File: src/rtl/tdm_pkg.sv
package tdm_pkg;
  localparam int unsigned FRAME_SLOTS = 16;
  localparam int unsigned SLOT_W      = $clog2(FRAME_SLOTS);
  localparam logic [SLOT_W-1:0] LAST_SLOT = SLOT_W'(FRAME_SLOTS - 1);

  // slot index after the current one, wrapping at the frame end
  function automatic logic [SLOT_W-1:0] next_slot(input logic [SLOT_W-1:0] s);
    return (s == LAST_SLOT) ? '0 : s + 1'b1;
  endfunction

  // bit carried by a slot: the mapped word bit, or 0 past the used slots
  function automatic logic slot_bit(input logic [FRAME_SLOTS-1:0] word,
                                    input logic [SLOT_W-1:0]      s,
                                    input int unsigned            used);
    return (32'(s) < used) ? word[s] : 1'b0;
  endfunction
endpackage

File: src/rtl/tdm_timebase.sv
module tdm_timebase
  import tdm_pkg::*;
#(
  parameter int unsigned HALF_DIV = 2
) (
  input  logic              clk,
  input  logic              rst_n,
  output logic [SLOT_W-1:0] slot_q,
  output logic [SLOT_W-1:0] slot_nx,
  output logic              bit_end,
  output logic              rise_evt,
  output logic              frame_end,
  output logic              bclk_o,
  output logic              sync_n_o
);
  localparam int unsigned PER  = 2 * HALF_DIV;
  localparam int unsigned PH_W = $clog2(PER);
  localparam logic [PH_W-1:0] PH_LAST = PH_W'(PER - 1);
  localparam logic [PH_W-1:0] PH_RISE = PH_W'(HALF_DIV - 1);
  localparam logic [PH_W-1:0] PH_HIGH = PH_W'(HALF_DIV);

  logic [PH_W-1:0] ph_q;
  logic [PH_W-1:0] ph_nx;

  // named events shared with the data paths and the checker
  assign bit_end   = (ph_q == PH_LAST);
  assign rise_evt  = (ph_q == PH_RISE);
  assign frame_end = bit_end && (slot_q == LAST_SLOT);

  always_comb begin
    ph_nx   = bit_end ? '0 : ph_q + 1'b1;
    slot_nx = bit_end ? next_slot(slot_q) : slot_q;
  end

  always_ff @(posedge clk or negedge rst_n) begin
    if (!rst_n) begin
      ph_q     <= '0;
      slot_q   <= '0;
      bclk_o   <= 1'b0;
      sync_n_o <= 1'b1;
    end else begin
      ph_q     <= ph_nx;
      slot_q   <= slot_nx;
      bclk_o   <= (ph_nx >= PH_HIGH);
      sync_n_o <= (slot_nx != LAST_SLOT);
    end
  end
endmodule

File: src/rtl/tdm_tx.sv
module tdm_tx
  import tdm_pkg::*;
#(
  parameter int unsigned TX_USED = 7
) (
  input  logic               clk,
  input  logic               rst_n,
  input  logic               bit_end,
  input  logic               frame_end,
  input  logic [SLOT_W-1:0]  slot_nx,
  input  logic [TX_USED-1:0] tx_ctl_i,
  output logic               sdo_o
);
  logic [TX_USED-1:0] shadow_q;
  logic [TX_USED-1:0] src;

  // the slot-0 bit must come from the snapshot taken at this same edge
  assign src = frame_end ? tx_ctl_i : shadow_q;

  always_ff @(posedge clk or negedge rst_n) begin
    if (!rst_n) begin
      shadow_q <= '0;
      sdo_o    <= 1'b0;
    end else begin
      if (frame_end) shadow_q <= tx_ctl_i;
      if (bit_end)   sdo_o    <= slot_bit(FRAME_SLOTS'(src), slot_nx, TX_USED);
    end
  end
endmodule

File: src/rtl/tdm_rx.sv
module tdm_rx
  import tdm_pkg::*;
#(
  parameter int unsigned RX_USED = 7
) (
  input  logic               clk,
  input  logic               rst_n,
  input  logic               rise_evt,
  input  logic               frame_end,
  input  logic [SLOT_W-1:0]  slot_q,
  input  logic               sdi_i,
  output logic [RX_USED-1:0] rx_sts_o
);
  logic [RX_USED-1:0] cap_q;

  // one capture flop per assigned slot; other slots are never stored
  for (genvar k = 0; k < RX_USED; k++) begin : g_cap
    always_ff @(posedge clk or negedge rst_n) begin
      if (!rst_n)                                     cap_q[k] <= 1'b0;
      else if (rise_evt && (slot_q == SLOT_W'(k)))    cap_q[k] <= sdi_i;
    end
  end

  always_ff @(posedge clk or negedge rst_n) begin
    if (!rst_n)         rx_sts_o <= '0;
    else if (frame_end) rx_sts_o <= cap_q;
  end
endmodule

File: src/rtl/tdm_ctl_mux.sv
module tdm_ctl_mux
  import tdm_pkg::*;
#(
  parameter int unsigned HALF_DIV = 2,
  parameter int unsigned TX_USED  = 7,
  parameter int unsigned RX_USED  = 7
) (
  input  logic               clk,
  input  logic               rst_n,
  input  logic [TX_USED-1:0] tx_ctl_i,
  input  logic               sdi_i,
  output logic               bclk_o,
  output logic               sync_n_o,
  output logic               sdo_o,
  output logic [RX_USED-1:0] rx_sts_o
);
  logic [SLOT_W-1:0] slot_q;
  logic [SLOT_W-1:0] slot_nx;
  logic              bit_end;
  logic              rise_evt;
  logic              frame_end;

  tdm_timebase #(.HALF_DIV(HALF_DIV)) u_tb (
    .clk       (clk),
    .rst_n     (rst_n),
    .slot_q    (slot_q),
    .slot_nx   (slot_nx),
    .bit_end   (bit_end),
    .rise_evt  (rise_evt),
    .frame_end (frame_end),
    .bclk_o    (bclk_o),
    .sync_n_o  (sync_n_o)
  );

  tdm_tx #(.TX_USED(TX_USED)) u_tx (
    .clk       (clk),
    .rst_n     (rst_n),
    .bit_end   (bit_end),
    .frame_end (frame_end),
    .slot_nx   (slot_nx),
    .tx_ctl_i  (tx_ctl_i),
    .sdo_o     (sdo_o)
  );

  tdm_rx #(.RX_USED(RX_USED)) u_rx (
    .clk       (clk),
    .rst_n     (rst_n),
    .rise_evt  (rise_evt),
    .frame_end (frame_end),
    .slot_q    (slot_q),
    .sdi_i     (sdi_i),
    .rx_sts_o  (rx_sts_o)
  );
endmodule

File: config.mk
export PLATFORM = sky130hd
export DESIGN_NAME = tdm_ctl_mux
export DESIGN_NICKNAME = d
export VERILOG_FILES = /design/src/rtl/tdm_pkg.sv /design/src/rtl/tdm_timebase.sv /design/src/rtl/tdm_tx.sv /design/src/rtl/tdm_rx.sv /design/src/rtl/tdm_ctl_mux.sv
export SDC_FILE = /design/constraint.sdc
export NUM_CORES = 1
export LEC_CHECK = 0
export BUFFER_PORTS_ARGS = -buffer_cell sky130_fd_sc_hd__buf_2
export CAP_MARGIN = 20
export CORE_ASPECT_RATIO = 0.8
export CORE_MARGIN = 10
export CORE_UTILIZATION = 59
export DETAILED_ROUTE_END_ITERATION = 6
export PLACE_DENSITY = 0.82
export REMOVE_ABC_BUFFERS = 1
export SLEW_MARGIN = 20
export SYNTH_ARGS = -nofsm -noshare
export SYNTH_HDL_FRONTEND = slang
export SYNTH_SLANG_ARGS = --single-unit
File: constraint.sdc
create_clock -name clk -period 3.3 [get_ports clk]
set_clock_uncertainty 0.15 [all_clocks]
set_input_delay 0.33 -clock clk [delete_from_list [all_inputs] [get_ports clk]]
set_output_delay 0.33 -clock clk [all_outputs]
set_load 0.01 [all_outputs]
Word level (Yosys, flattened, before mapping):

Cells that the tools add are included.

* eq/ne operators: 10
* multiplexer cells: 7
* reductions and logical operators: 9
* $add $sub $neg: 2
* magnitude comparators: 3

Operator list (count)
* 4-bit by 3-bit equality test with 1-bit output (second input constant): 3
* 4-bit by 2-bit equality test with 1-bit output (second input constant): 2
* 1-bit logical AND: 8
* 4-bit 2-to-1 mux: 2
* 7-bit 2-to-1 mux: 1
* 4-bit by 5-bit less-than comparator with 1-bit output (second input constant): 1
* 4-bit by 1-bit adder with 4-bit output (second input constant): 1
* 1-bit binary-select mux with 4-bit select: 1
* 4-bit by 1-bit equality test with 1-bit output (second input constant): 1
* 4-bit equality test (second input constant): 1
* 4-bit zero test: 1
* 4-bit by 3-bit less-than comparator with 1-bit output (second input constant): 1
* 4-bit inequality test (second input constant): 1
* 2-bit by 1-bit adder with 2-bit output (second input constant): 1
* 2-bit by 1-bit equality test with 1-bit output (second input constant): 1
* 2-bit equality test (second input constant): 1
* 2-bit greater-or-equal comparator (second input constant): 1
* 1-bit 2-to-1 mux: 2
* 2-bit 2-to-1 mux: 1

* bits of input ports: 10
* register bits: 30
* logic and storage cells: 45
* output and inout bits: 10

Longest topological paths before layout:

* depth in word-level cells: 6
* gate-level depth with buffers: 8
* depth with buffers taken out: 7

By module:

Synthesis repeated with hierarchy kept, for this count alone.

* cells, all modules: 96
* area, all modules: 1335.0 um^2

By module, submodules not included
* tdm_rx: sequential area each 350.3 um^2, cells an instance 39, times used 1, area each 585.6 um^2
* tdm_tx: sequential area each 200.2 um^2, cells an instance 29, times used 1, area each 442.9 um^2
* tdm_timebase: sequential area each 176.4 um^2, cells an instance 28, times used 1, area each 306.5 um^2

Least setup slack after synthesis:

No wires, ideal clock.

* kind: reg2reg
* start: register, netlist name u_tb.bclk_o
* end: register u_tx.sdo_o
* data arrival time: 1.742 ns
* required time: 3.020 ns
* stages on the path, launching flop included: 8
* slack: 1.278 ns
* clock period less this slack: 2.022 ns
* path buffers: 1
* library setup time: 0.130 ns
* cells stage by stage: dfrtp_1 -> ha_1 -> buf_2 -> nand2_1 -> xor2_2 -> mux2_2 -> o31ai_2 -> o32ai_1

RTL lines
* to (signal assigned): line tdm_tx.sv:26 `if (bit_end) sdo_o <= slot_bit(FRAME_SLOTS'(src), slot_nx, TX_USED);`
* to (decl): line tdm_tx.sv:12 `output logic sdo_o`

Worst setup path after layout:

* start: register u_tb.ph_q[0]
* end: register u_tx.sdo_o

* word-level cells in the longest chain between the ends: 6
* elaborated cells between the ends (all ways): 8
* those cells by class: order compare (1); eq/ne (1); mux (5); reduce/logical (1)

Ends and longest elaborated chain
* from (decl): line tdm_timebase.sv:22 `logic [PH_W-1:0] ph_q;`
* from (signal assigned): line tdm_timebase.sv:42 `ph_q <= ph_nx;`
* 2-bit equality test: line tdm_timebase.sv:26 `assign bit_end = (ph_q == PH_LAST);`
* 1-bit logical AND: line tdm_timebase.sv:28 `assign frame_end = bit_end && (slot_q == LAST_SLOT);`
* 7-bit 2-to-1 mux
* named net u_tx.src[0]: line tdm_tx.sv:15 `logic [TX_USED-1:0] src;`
* 1-bit binary-select mux with 4-bit select: line tdm_pkg.sv:15 `return (32'(s) < used) ? word[s] : 1'b0;`
* 1-bit 2-to-1 mux (not written as such): line tdm_pkg.sv:15
* 1-bit 2-to-1 mux: line tdm_pkg.sv:15

The timed path passes the listed nets, and every way through them passes these cells. The select of a mux whose other input is x is not followed.
A chain may end at the register's enable or synchronous reset.

==> results.json <==
{
  "r2r_cells": 6,
  "cts_max_path_buffers": 2,
  "p_comb_share_pct": 4.1,
  "ff2ff_setup_slack_ps": 980,
  "yosysUniqueCellTypes": 24,
  "layout_min_cycle_time_ps": 2320,
  "synth-seq-cells": 29,
  "drive_gt1_share_pct": 41.8,
  "drc": 0,
  "die_area_sq_um": 4520,
  "detail-route-antenna-nets": 0,
  "dpl.hpwl_um": 1710,
  "startpoint_type": "register",
  "grt_overflow_total": 0,
  "required_ps": 3340,
  "avgSynthCellArea_sq_um": 13.7,
  "avgRoutedWirePerCell_um": 15.6,
  "p_seq_share_pct": 62.6,
  "clock.fmax_mhz": 430,
  "hp-start": "tx_ctl_i[0]",
  "min_path_cells": 2,
  "grt_pass1_wl_um": 4000,
  "rows": 15,
  "dieHeight_um": 62.2,
  "first_pass_iters": 4,
  "gp_congestion": 0.737,
  "synth-adder-area-share_pct": 6.67,
  "worst_ep_arrival_time_ps": 2360,
  "cts_tree": "built",
  "finalHoldViolCount": 0,
  "finalSetupViolations": 0,
  "cts_setup_buffers": 0,
  "critPathMaxFanout": 14,
  "worstSkewPairLatency_ps": 320,
  "worst_pin_slew_ps": 625,
  "final_cell_mix": "28 x dfrtp_1, 23 x mux2_2, 19 x buf_2, 8 x nand3_1, 7 x ha_1",
  "drt-vias-per-instance": 5.59,
  "clkSlewWorstSetupHoldPaths_ps": 80,
  "h-tree-depth": 2,
  "num_vias": 822,
  "hp-class": "in2reg",
  "area_growth_pct": 13.2,
  "initial_utilization_pct": 61.3,
  "synthCells": 96,
  "crit_type": "reg2reg",
  "synth_top_family_by_area": "multiplexers",
  "synth_compound_area_share_pct": 5.24,
  "ir_worst_vdd_mv": 0.375,
  "wirelength_um": 2290,
  "drt_iter0_markers": 51,
  "p_sw_mw": 0.125,
  "p_int_mw": 0.460,
  "grt_max_degree": 30,
  "clock_power_share_pct": 33.3,
  "core_sq_um": 2140,
  "synth_warnings": 0,
  "reg2reg_from": "u_tb.ph_q[0]",
  "netlist_area_sq_um": 1310,
  "slew_viol_final": 0,
  "sw_frac_of_total_pct": 21.4,
  "grt_usage_pct": 11.2,
  "worst_hold_path.endpoint": "u_tx.shadow_q[0]",
  "nNetsFinal": 138,
  "grt_setup_unrepaired": "no",
  "hold_buffers": 1,
  "yosysSeqAreaShare_pct": 55.4,
  "tns_ps": 0,
  "ios": 20,
  "port_buffers": 19,
  "post-route-period-util_pct": 70.5,
  "cts_buffers": 5,
  "cts-root-buf": "clkbuf_4",
  "worst_setup_path_end_kind": "register",
  "status": "finished, final reports clean",
  "maxCapViolations": 0,
  "die_x_um": 72.7,
  "numClockSinks": 29,
  "power_density_nw_per_um2": 394,
  "synthMuxAreaShare_pct": 21.3,
  "yosys.area_share.simple_pct": 7.53,
  "antenna_found_initial": 0,
  "timing.rr.end": "u_tx.sdo_o",
  "p_leak_nw": 0.691,
  "antennaDiodeCount": 0,
  "final_common_cell": "dfrtp_1",
  "synth-xor-area-share_pct": 1.24,
  "grt_pass1_vias": 900,
  "max-slew-margin-rel_pct": 58.3,
  "cts_resized": 0,
  "power_mw": 0.586
}
==> layer usage <==
layer | up-vias | GRT usage (%) | share of wire [%] | wire (um)
met5 | - | 0 | 0 | 0
met4 | 0 | 4.27 | 1.3 | 29
met3 | 5 | 6.35 | 6.8 | 156
met2 | 16 | 16.8 | 48 | 1090
met1 | 407 | 12.9 | 44 | 1010
li1 | 394 | - | - | -
==> area by class of cell <==
type	instances	area [sq um]
fill	169	654
clock buffer	8	48.8
tap	25	31.3
sequential	29	727
multi-input combinational	59	551
inverter	6	22.5
timing repair buffer	20	105
==> critical path: stages, from the launching register on <==
cell,delay (ps)
dfrtp_1,380
ha_1,410
nand4_4,330
mux2_2,380
mux2_2,280
o31ai_2,180
o32ai_1,100
==> cells by family after synthesis <==
family,Yosys count
adders and majority gates,7
xor gates and xnor gates,1
and+or+nand+nor,17
AOI/OAI and AO/OA,9
DFF,29
muxes,25
buffers and inverters,8
==> worst max-delay path by stage <==
stage / to / start / depth (start not counted) / slack [ps]
global route: u_tx.sdo_o / u_tb.ph_q[0] / 6 / 760
floorplan: u_tx.sdo_o / u_tb.bclk_o / 6 / 1160
detailed placement: u_tx.sdo_o / u_tb.ph_q[0] / 6 / 930
finish: u_tx.sdo_o / u_tb.ph_q[0] / 6 / 980
global placement: u_tx.sdo_o / u_tb.ph_q[0] / 6 / 1060
CTS: u_tx.sdo_o / u_tb.ph_q[0] / 6 / 930
==> registers in the layout, indices dropped and copies added (netlist names) <==
register       count
u_rx.rx_sts_o      7
u_tx.shadow_q      7
u_tb.ph_q          1
u_tx.sdo_o         1
u_tb.sync_n_o      1
u_tb.slot_q        4
u_rx.cap_q         7
u_tb.bclk_o        1
==> cells in the mapped netlist <==
master / n / area (sq um)
dfrtp_1: 28 / 701
mux2_2: 23 / 259
nand3_1: 8 / 40.0
ha_1: 7 / 87.6
inv_1: 6 / 22.5
nand2_1: 3 / 11.3
mux2i_1: 2 / 20.0
nor2_1: 2 / 7.51
nor2b_1: 2 / 12.5
a21o_1: 1 / 7.51
a21oi_1: 1 / 5.00
a31oi_1: 1 / 6.26
buf_2: 1 / 5.00
buf_4: 1 / 7.51
dfstp_2: 1 / 26.3
nand4_1: 1 / 6.26
nand4_4: 1 / 21.3
o211a_1: 1 / 10.0
o21ai_0: 1 / 5.00
o21ai_1: 1 / 5.00
o31ai_2: 1 / 12.5
o32ai_1: 1 / 8.76
o41ai_1: 1 / 8.76
xor2_2: 1 / 16.3
==> through the flow <==
step	instance area [sq um]	std cells	utilization (%)	hold WS, ps	setup slack (ps)
3_5_place_dp	1430	138	66.7	232	934
5_1_grt	1490	147	69.4	93.5	755
2_1_floorplan	1300	94	-	-116	1160
6_report	1490	147	69.4	108	975
3_3_place_gp	1430	138	66.7	219	1060
4_1_cts	1490	147	69.4	96.8	931
==> power groups by stage <==
stage / registers [mW] / clock network, mW / logic (mW)
final: 0.367 / 0.195 / 0.0241
after global routing: 0.368 / 0.219 / 0.0275
after CTS: 0.367 / 0.201 / 0.0250
after detailed placement: 0.374 / 0 / 0.0242
after global placement: 0.373 / 0 / 0.0227
after floorplan: 0.373 / 0 / 0.00985
Power figures use the tool's default switching activity.
